<file path="config.mk">
export PLATFORM = sky130hd
export DESIGN_NAME = cal_alarm_match
export DESIGN_NICKNAME = d
export VERILOG_FILES = /design/src/rtl/cal_alarm_pkg.sv /design/src/rtl/alarm_field_slot.sv /design/src/rtl/alarm_match_tree.sv /design/src/rtl/alarm_flag_ctrl.sv /design/src/rtl/cal_alarm_match.sv
export SDC_FILE = /design/constraint.sdc
export NUM_CORES = 1
export LEC_CHECK = 0
export ABC_AREA = 1
export BUFFER_PORTS_ARGS = -buffer_cell sky130_fd_sc_hd__buf_2
export CAP_MARGIN = 20
export CORE_MARGIN = 4
export CORE_UTILIZATION = 45
export DETAILED_ROUTE_END_ITERATION = 16
export PLACE_DENSITY = 0.74
export SETUP_SLACK_MARGIN = 0.2
export SLEW_MARGIN = 20
export SYNTH_ARGS = -nofsm -noshare
export SYNTH_HDL_FRONTEND = slang
export SYNTH_HIERARCHICAL = 1
export SYNTH_SLANG_ARGS = --single-unit
</file>
<file path="constraint.sdc">
create_clock -name clk -period 2.4 [get_ports clk]
set_input_delay 0 -clock clk [delete_from_list [all_inputs] [get_ports clk]]
set_output_delay 0 -clock clk [all_outputs]
set_load 0.01 [all_outputs]
</file>
<file path="src/rtl/cal_alarm_pkg.sv">
`timescale 1ns/1ps
package cal_alarm_pkg;
  localparam int unsigned NUM_FIELDS = 6;
  localparam int unsigned FIELD_W    = 8;
  localparam int unsigned VAL_W      = FIELD_W - 1;
  localparam int unsigned ADDR_W     = 3;
  localparam int unsigned CTRL_ADDR  = 6;
  localparam int unsigned FLAG_BIT   = 0;
  localparam int unsigned IE_BIT     = 3;

  typedef logic [FIELD_W-1:0] alarm_reg_t;
  typedef logic [VAL_W-1:0]   time_val_t;

  // a field takes part only when its top bit is set
  function automatic logic field_enabled(alarm_reg_t areg);
    return areg[FIELD_W-1];
  endfunction

  // a disabled field always agrees; an enabled one needs equal value bits
  function automatic logic field_agrees(alarm_reg_t areg, time_val_t now);
    return !field_enabled(areg) || (areg[VAL_W-1:0] == now);
  endfunction

  function automatic alarm_reg_t pack_ctrl(logic flag, logic ie);
    alarm_reg_t r;
    r = '0;
    r[FLAG_BIT] = flag;
    r[IE_BIT]   = ie;
    return r;
  endfunction
endpackage

</file>
<file path="src/rtl/alarm_field_slot.sv">
`timescale 1ns/1ps
module alarm_field_slot
  import cal_alarm_pkg::*;
#(
  parameter int unsigned SLOT = 0
) (
  input  logic              clk,
  input  logic              rst_n,
  input  logic              wr_en,
  input  logic [ADDR_W-1:0] wr_addr,
  input  alarm_reg_t        wr_data,
  input  time_val_t         now,
  output alarm_reg_t        value,
  output logic              enabled,
  output logic              agrees
);
  localparam logic [ADDR_W-1:0] MY_ADDR = ADDR_W'(SLOT);

  logic       sel_wr;
  alarm_reg_t val_q;

  assign sel_wr = wr_en && (wr_addr == MY_ADDR);

  always_ff @(posedge clk) begin
    if (!rst_n)      val_q <= '0;
    else if (sel_wr) val_q <= wr_data;
  end

  assign value   = val_q;
  assign enabled = field_enabled(val_q);
  assign agrees  = field_agrees(val_q, now);

  // a write lands in this slot on the next cycle
  a_r2_write_lands: assert property (@(posedge clk) disable iff (!rst_n)
    sel_wr |=> (value == $past(wr_data)));
  // a disabled slot never blocks the match
  a_r3_disabled_agrees: assert property (@(posedge clk) disable iff (!rst_n)
    !value[FIELD_W-1] |-> agrees);
endmodule

</file>
<file path="src/rtl/alarm_match_tree.sv">
`timescale 1ns/1ps
module alarm_match_tree
  import cal_alarm_pkg::*;
#(
  parameter int unsigned N = NUM_FIELDS
) (
  input  logic [N-1:0] en_vec,
  input  logic [N-1:0] agree_vec,
  output logic         any_enabled,
  output logic         all_agree,
  output logic         match
);
  assign any_enabled = |en_vec;
  assign all_agree   = &agree_vec;
  assign match       = any_enabled && all_agree;
endmodule

</file>
<file path="src/rtl/alarm_flag_ctrl.sv">
`timescale 1ns/1ps
module alarm_flag_ctrl (
  input  logic clk,
  input  logic rst_n,
  input  logic sec_tick,
  input  logic match,
  input  logic ctrl_wr,
  input  logic wr_flag_bit,
  input  logic wr_ie_bit,
  output logic flag_q,
  output logic ie_q,
  output logic irq
);
  logic set_ev;
  logic clr_ev;

  assign set_ev = sec_tick && match;
  assign clr_ev = ctrl_wr && !wr_flag_bit;

  always_ff @(posedge clk) begin
    if (!rst_n) begin
      flag_q <= 1'b0;
      ie_q   <= 1'b0;
    end else begin
      if (set_ev)      flag_q <= 1'b1;
      else if (clr_ev) flag_q <= 1'b0;
      if (ctrl_wr)     ie_q   <= wr_ie_bit;
    end
  end

  assign irq = flag_q && ie_q;

  // the flag only rises after a matching tick
  a_r5_rise_needs_tick: assert property (@(posedge clk) disable iff (!rst_n)
    $rose(flag_q) |-> $past(sec_tick && match));
  // sticky until a clearing write
  a_r7_sticky: assert property (@(posedge clk) disable iff (!rst_n)
    (flag_q && !clr_ev) |=> flag_q);
  // a clearing write without a match drops the flag
  a_r9_clear: assert property (@(posedge clk) disable iff (!rst_n)
    (clr_ev && !set_ev) |=> !flag_q);
  // a match in the clearing cycle wins
  a_r10_match_wins: assert property (@(posedge clk) disable iff (!rst_n)
    set_ev |=> flag_q);
endmodule

</file>
<file path="src/rtl/cal_alarm_match.sv">
`timescale 1ns/1ps
module cal_alarm_match
  import cal_alarm_pkg::*;
(
  input  logic        clk,
  input  logic        rst_n,
  input  logic        wr_en,
  input  logic [2:0]  wr_addr,
  input  logic [7:0]  wr_data,
  input  logic [2:0]  rd_addr,
  output logic [7:0]  rd_data,
  input  logic        sec_tick,
  input  logic [6:0]  now_sec,
  input  logic [6:0]  now_min,
  input  logic [6:0]  now_hour,
  input  logic [6:0]  now_wday,
  input  logic [6:0]  now_mday,
  input  logic [6:0]  now_mon,
  output logic        alarm_irq
);
  localparam logic [ADDR_W-1:0] CTRL_A = ADDR_W'(CTRL_ADDR);

  time_val_t           now_arr   [NUM_FIELDS];
  alarm_reg_t          slot_val  [NUM_FIELDS];
  logic [NUM_FIELDS-1:0] en_vec;
  logic [NUM_FIELDS-1:0] agree_vec;
  logic any_enabled, all_agree, match;
  logic ctrl_wr, flag_q, ie_q;

  assign now_arr[0] = now_sec;
  assign now_arr[1] = now_min;
  assign now_arr[2] = now_hour;
  assign now_arr[3] = now_wday;
  assign now_arr[4] = now_mday;
  assign now_arr[5] = now_mon;

  for (genvar g = 0; g < NUM_FIELDS; g++) begin : g_slot
    alarm_field_slot #(.SLOT(g)) i_slot (
      .clk     (clk),
      .rst_n   (rst_n),
      .wr_en   (wr_en),
      .wr_addr (wr_addr),
      .wr_data (wr_data),
      .now     (now_arr[g]),
      .value   (slot_val[g]),
      .enabled (en_vec[g]),
      .agrees  (agree_vec[g])
    );
  end

  alarm_match_tree #(.N(NUM_FIELDS)) i_tree (
    .en_vec      (en_vec),
    .agree_vec   (agree_vec),
    .any_enabled (any_enabled),
    .all_agree   (all_agree),
    .match       (match)
  );

  assign ctrl_wr = wr_en && (wr_addr == CTRL_A);

  alarm_flag_ctrl i_flag (
    .clk         (clk),
    .rst_n       (rst_n),
    .sec_tick    (sec_tick),
    .match       (match),
    .ctrl_wr     (ctrl_wr),
    .wr_flag_bit (wr_data[FLAG_BIT]),
    .wr_ie_bit   (wr_data[IE_BIT]),
    .flag_q      (flag_q),
    .ie_q        (ie_q),
    .irq         (alarm_irq)
  );

  always_comb begin
    rd_data = '0;
    if (rd_addr == CTRL_A) rd_data = pack_ctrl(flag_q, ie_q);
    for (int i = 0; i < NUM_FIELDS; i++) begin
      if (rd_addr == ADDR_W'(i)) rd_data = slot_val[i];
    end
  end

  // with no field enabled a clear flag stays clear
  a_r6_none_enabled: assert property (@(posedge clk) disable iff (!rst_n)
    (!any_enabled && !flag_q) |=> !flag_q);
  // the interrupt never shows without the flag
  a_r8_irq_has_flag: assert property (@(posedge clk) disable iff (!rst_n)
    alarm_irq |-> flag_q);
  // any disagreeing enabled field blocks the match
  a_r4_block: assert property (@(posedge clk) disable iff (!rst_n)
    !all_agree |-> !match);
endmodule

</file>
# --- Word level (Yosys, flattened, before mapping) ---
# Cells that the tools add are included.
totals:
  register_bits: 50
  out_inout_bits: 9
op_classes:
  n_eq_ne: 18
  mux: 9
  n_reduce_logical: 29
op_table:
  columns: ["operator", "count"]
  rows:
  - ["$mux 8", 6]
  - ["$eq 7x7->1", 6]
  - ["$eq 3x3->1 const B", 6]
  - ["$eq 3x2->1 const B", 4]
  - ["$logic_and 1x1->1", 11]
  - ["$logic_not 1->1", 7]
  - ["$eq 3x1->1 const B", 2]
  - ["$logic_not 3->1", 2]
  - ["$logic_or 1x1->1", 6]
  - ["$reduce_and 6->1", 1]
  - ["$reduce_or 6->1", 1]
  - ["$mux 4", 1]
  - ["$mux 1", 2]
  - ["$reduce_bool 2->1", 1]

# --- Longest topological paths before layout ---
logic_depth:
  depth_word: 8
  mapped_depth: 13
  depth_no_buf: 13

# --- Modules after synthesis ---
# Netlist, hierarchy kept.
modules_own_cells:
  columns: ["module", "n_inst", "cells_per_inst", "area_each_um2", "seq_area_each_um2"]
  rows:
  - ["alarm_field_slot (g_slot[1].i_slot ...)", 3, 70, 437.9, 160.2]
  - ["alarm_field_slot (g_slot[0].i_slot)", 1, 67, 452.9, 160.2]
  - ["alarm_field_slot (g_slot[3].i_slot)", 1, 71, 432.9, 160.2]
  - ["cal_alarm_match", 1, 94, 429.2, 0.0]
  - ["alarm_field_slot (g_slot[5].i_slot)", 1, 66, 427.9, 160.2]
  - ["alarm_flag_ctrl", 1, 13, 88.8, 40.0]
  - ["alarm_match_tree", 1, 14, 55.1, 0.0]

# --- Least setup slack after synthesis ---
# Ideal clock, no wire load.
synth_timing:
  kind: "register -> register"
  startpoint: "reg g_slot[4].i_slot.val_q[5]"
  endpoint: "reg i_flag.flag_q"
  setup_time_ns: 0.066
  arrival_ns: 1.125
  required_time_ns: 2.334
  setup_slack_ns: 1.209
  path_stages_with_launch: 12
  n_path_buf: 0
  cell_sequence: "dfxtp_1 xnor2_1 nand2_1 nor2_1 nand2_1 nand2_1 nand2_1 nor2_1 nand2_1 nor2_1 nand2_1 a21oi_2"
synth_via:
  elab_chain_cells: 6
synth_lines:
  columns: ["item", "line", "source"]
  rows:
  - ["start, declared", "alarm_field_slot.sv:20", "alarm_reg_t val_q;"]
  - ["start signal, assigned", "alarm_field_slot.sv:26", "else if (sel_wr) val_q <= wr_data;"]
  - ["$eq 7x7->1 *", "cal_alarm_pkg.sv:21", "return !field_enabled(areg) || (areg[VAL_W-1:0] == now);"]
  - ["$logic_or 1x1->1 *", "cal_alarm_pkg.sv:21", null]
  - ["via agree_vec[4]", "cal_alarm_match.sv:26", "logic [NUM_FIELDS-1:0] agree_vec;"]
  - ["$reduce_and 6->1 *", "alarm_match_tree.sv:14", "assign all_agree = &agree_vec;"]
  - ["$logic_and 1x1->1 *", "alarm_match_tree.sv:15", "assign match = any_enabled && all_agree;"]
  - ["via match", "cal_alarm_match.sv:27", "logic any_enabled, all_agree, match;"]
  - ["$logic_and 1x1->1 *", "alarm_flag_ctrl.sv:17", "assign set_ev = sec_tick && match;"]
  - ["$mux 1 or $reduce_bool 2->1 (tied branches)", null, null]
  - ["end signal, assigned", "alarm_flag_ctrl.sv:22", "flag_q <= 1'b0;"]
  - ["end signal, assigned", "alarm_flag_ctrl.sv:25", "if (set_ev) flag_q <= 1'b1;"]
  - ["end signal, assigned", "alarm_flag_ctrl.sv:26", "else if (clr_ev) flag_q <= 1'b0;"]
  - ["end, declared", "alarm_flag_ctrl.sv:10", "output logic flag_q,"]
# The timed path passes the listed nets; every way through them passes the cells marked *.
# A chain may end at the register's enable or synchronous reset.

# --- Worst setup path after layout ---
# Ends and elaborated chain as after synthesis.

==> summary.txt <==
RSZ-0062 raised after global routing - false
area of the core - 6830 um2
worst hold path type - in2reg
worst setup margin - 0.980 ns
critical path arrival - 1.66 ns
Crit Reg-Reg Endpoint - i_flag/flag_q$_SDFFE_PN0P_
Int Pwr - 1.32 mW
final WL - 8600 um
startpoint types - flop
DRC - 0
Synth Cell Area - 3190 um2
largest net degree at the start of global routing - 51
Hold Crit Start - wr_data[7]
vias in the first global route - 3001
Via Count - 3316
share of cells above drive strength 1 - 0.172
crit-path cells - xnor2_1, nand2_1, nor2_1, nand2_1, nand2_1, nand2_1, nor2_1, nand2_1, nor2_1, nand2_1, a21oi_2
clock-pin transition on the worst setup and hold timing paths - 0.09 ns
final hold slack - 0.0629 ns
pins over their slew limit - 0
Worst Setup Path Type - reg2reg
syn avg cell area - 5.99 um2
cells after synthesis - 533
H-tree Lvls - 2
Sw Pwr - 0.493 mW
clk_lat worst skew - 0.30 ns
Ys Warns - 6
global placement routability congestion - 0.935
Cells after DPL - 688
chip height - 92.2 um
worst r2r path cells - 11
Hold Path End - g_slot[2].i_slot/value[7]$_SDFFE_PN0P_
antenna viol nets, final - 0
crit path capture type - flop
GRT Util Overall - 0.205
Clk pwr share - 0.334
register share of total power - 0.491
CTS Sinks - 50
CTS Buffer Depth - 2
highest net fanout along the worst path - 3
drt pass-1 iters - 4
WHS Path Cells - 3
Top-Level Pins - 69
Final Skew - 0.00284 ns
CTS tree - yes
Starting DRT DRC Count - 175
Net Sw Frac - 0.273
combinational share of power - 0.175
Max-slew headroom - 0.469
CTS Buf Count - 5
Req. time, crit path - 2.64 ns
Buf/Inv on CP - 0
global-route wire length before repair - 14000 um
antenna cells - 0
f_max - 704 MHz
worst slack, placed - 0.994 ns
Final Hold Vio Count - 0
fill count - 720
wire per inst - 12.4 um
I/O Buffers - 68
period utilisation layout - 0.592
Die X - 92.2 um
leak pwr - 1.76 nW
root buffer cell - clkbuf_8
Vias/cell - 4.76
initial antenna violation count - 0
outcome - complete, no violations
critical path's largest stage delay - 0.41 ns
site row count - 30
Detail Placement HPWL - 6670 um
Worst path most repeated cell - nand2_1
MaxCap Viol Count - 0
Layout area overhead - 16.0%
fin crit period - 1.42 ns
Post-Syn Nets - 593
worst r2r src - g_slot[4].i_slot/value[5]$_SDFFE_PN0P_
CP max-delay cell - dfxtp_1
GRT overflow - 0
delay-heaviest family, CP - simple AND/OR/NAND/NOR gates
maximum VDD drop - 0.256 mV
slew at the pin closest to its max-slew limit - 0.796 ns
PwrDens - 489 nW/um2
final std cells w/o fill - 696
final setup fails - 0
Initial Util - 0.467
flop2flop setup slack - 0.98 ns
Setup TNS Final - 0 ns
die area - 8510 um2
Layout Nets - 660
## layer usage
metal / global-route usage / up-vias / share of wire
li1: - / 1762 / -
met4: 0.0507 / 0 / 0.016
met2: 0.330 / 113 / 0.45
met5: 0 / - / 0
met3: 0.0312 / 12 / 0.081
met1: 0.288 / 1429 / 0.45
## worst max-delay path by stage
stage                                                       from  depth (start not counted)  slack, ns                          to
after floorplan           g_slot[4].i_slot/value[5]$_SDFFE_PN0P_                         11       1.23  i_flag/flag_q$_SDFFE_PN0P_
after detailed placement  g_slot[4].i_slot/value[5]$_SDFFE_PN0P_                         11       0.99  i_flag/flag_q$_SDFFE_PN0P_
after global placement    g_slot[4].i_slot/value[5]$_SDFFE_PN0P_                         11       1.05  i_flag/flag_q$_SDFFE_PN0P_
final                     g_slot[4].i_slot/value[5]$_SDFFE_PN0P_                         11       0.98  i_flag/flag_q$_SDFFE_PN0P_
after CTS                 g_slot[4].i_slot/value[5]$_SDFFE_PN0P_                         11       0.98  i_flag/flag_q$_SDFFE_PN0P_
after global routing      g_slot[4].i_slot/value[5]$_SDFFE_PN0P_                         11       0.85  i_flag/flag_q$_SDFFE_PN0P_
## per-stage QoR
step                utilization  power [mW]  area (um2)
floorplan                     -        1.09        3190
finish                    0.542        1.81        3700
CTS                       0.542        1.82        3700
detailed placement        0.524        1.22        3580
global route              0.542        1.91        3700
global placement          0.524        1.21        3580
## state kept, by name, indices dropped and copies added, names as in the netlist
register             count
i_flag/flag_q            1
g_slot.i_slot/value     48
i_flag/ie_q              1
## worst register-to-register path, delay by kind of cell, from the launching register on
kind / cells / cell delay, ns
and+or+nand+nor: 9 / 0.69
DFF: 1 / 0.41
xor gates and xnor gates: 1 / 0.14
AOI/OAI and AO/OA: 1 / 0.12
## cells in the final DEF (no fill, tap or decap), drive strengths merged
master       count
nand2          157
nor2           113
inv             86
buf             68
o21ai           55
dfxtp           50
a21oi           15
nand3           15
nand4           13
clkbuf           6
xnor2            6
xor2             6
nor3             3
clkinv           3
nor3b            1
bufinv           1
dlygate4sd3      1
or2              1
## repair_timing
action | 4_1_cts | 5_1_grt
buffers inserted | 0 | 0
hold buffers | 1 | 0
gates resized for setup | 0 | 0
endpoints found under the hold margin | 1 | 0
## power groups by stage
stage / registers [mW] / clock network, mW / logic, mW
6_report: 0.889 / 0.605 / 0.316
5_1_grt: 0.893 / 0.653 / 0.362
4_1_cts: 0.888 / 0.617 / 0.317
3_5_place_dp: 0.908 / 0 / 0.315
2_1_floorplan: 0.899 / 0 / 0.187
3_3_place_gp: 0.907 / 0 / 0.307
## final cells by class
class	instances	area [um2]	share of cell area
Timing Repair Buffer	69	350	0.0946
Inverter	89	352	0.0949
Multi-Input combinational cell	385	1770	0.477
Clock inverter	1	30.0	0.00811
Clock buffer	6	82.6	0.0223
Tap cell	96	120	0.0324
Sequential cell	50	1000	0.270
No activity file was read; power rests on OpenSTA's default activity.
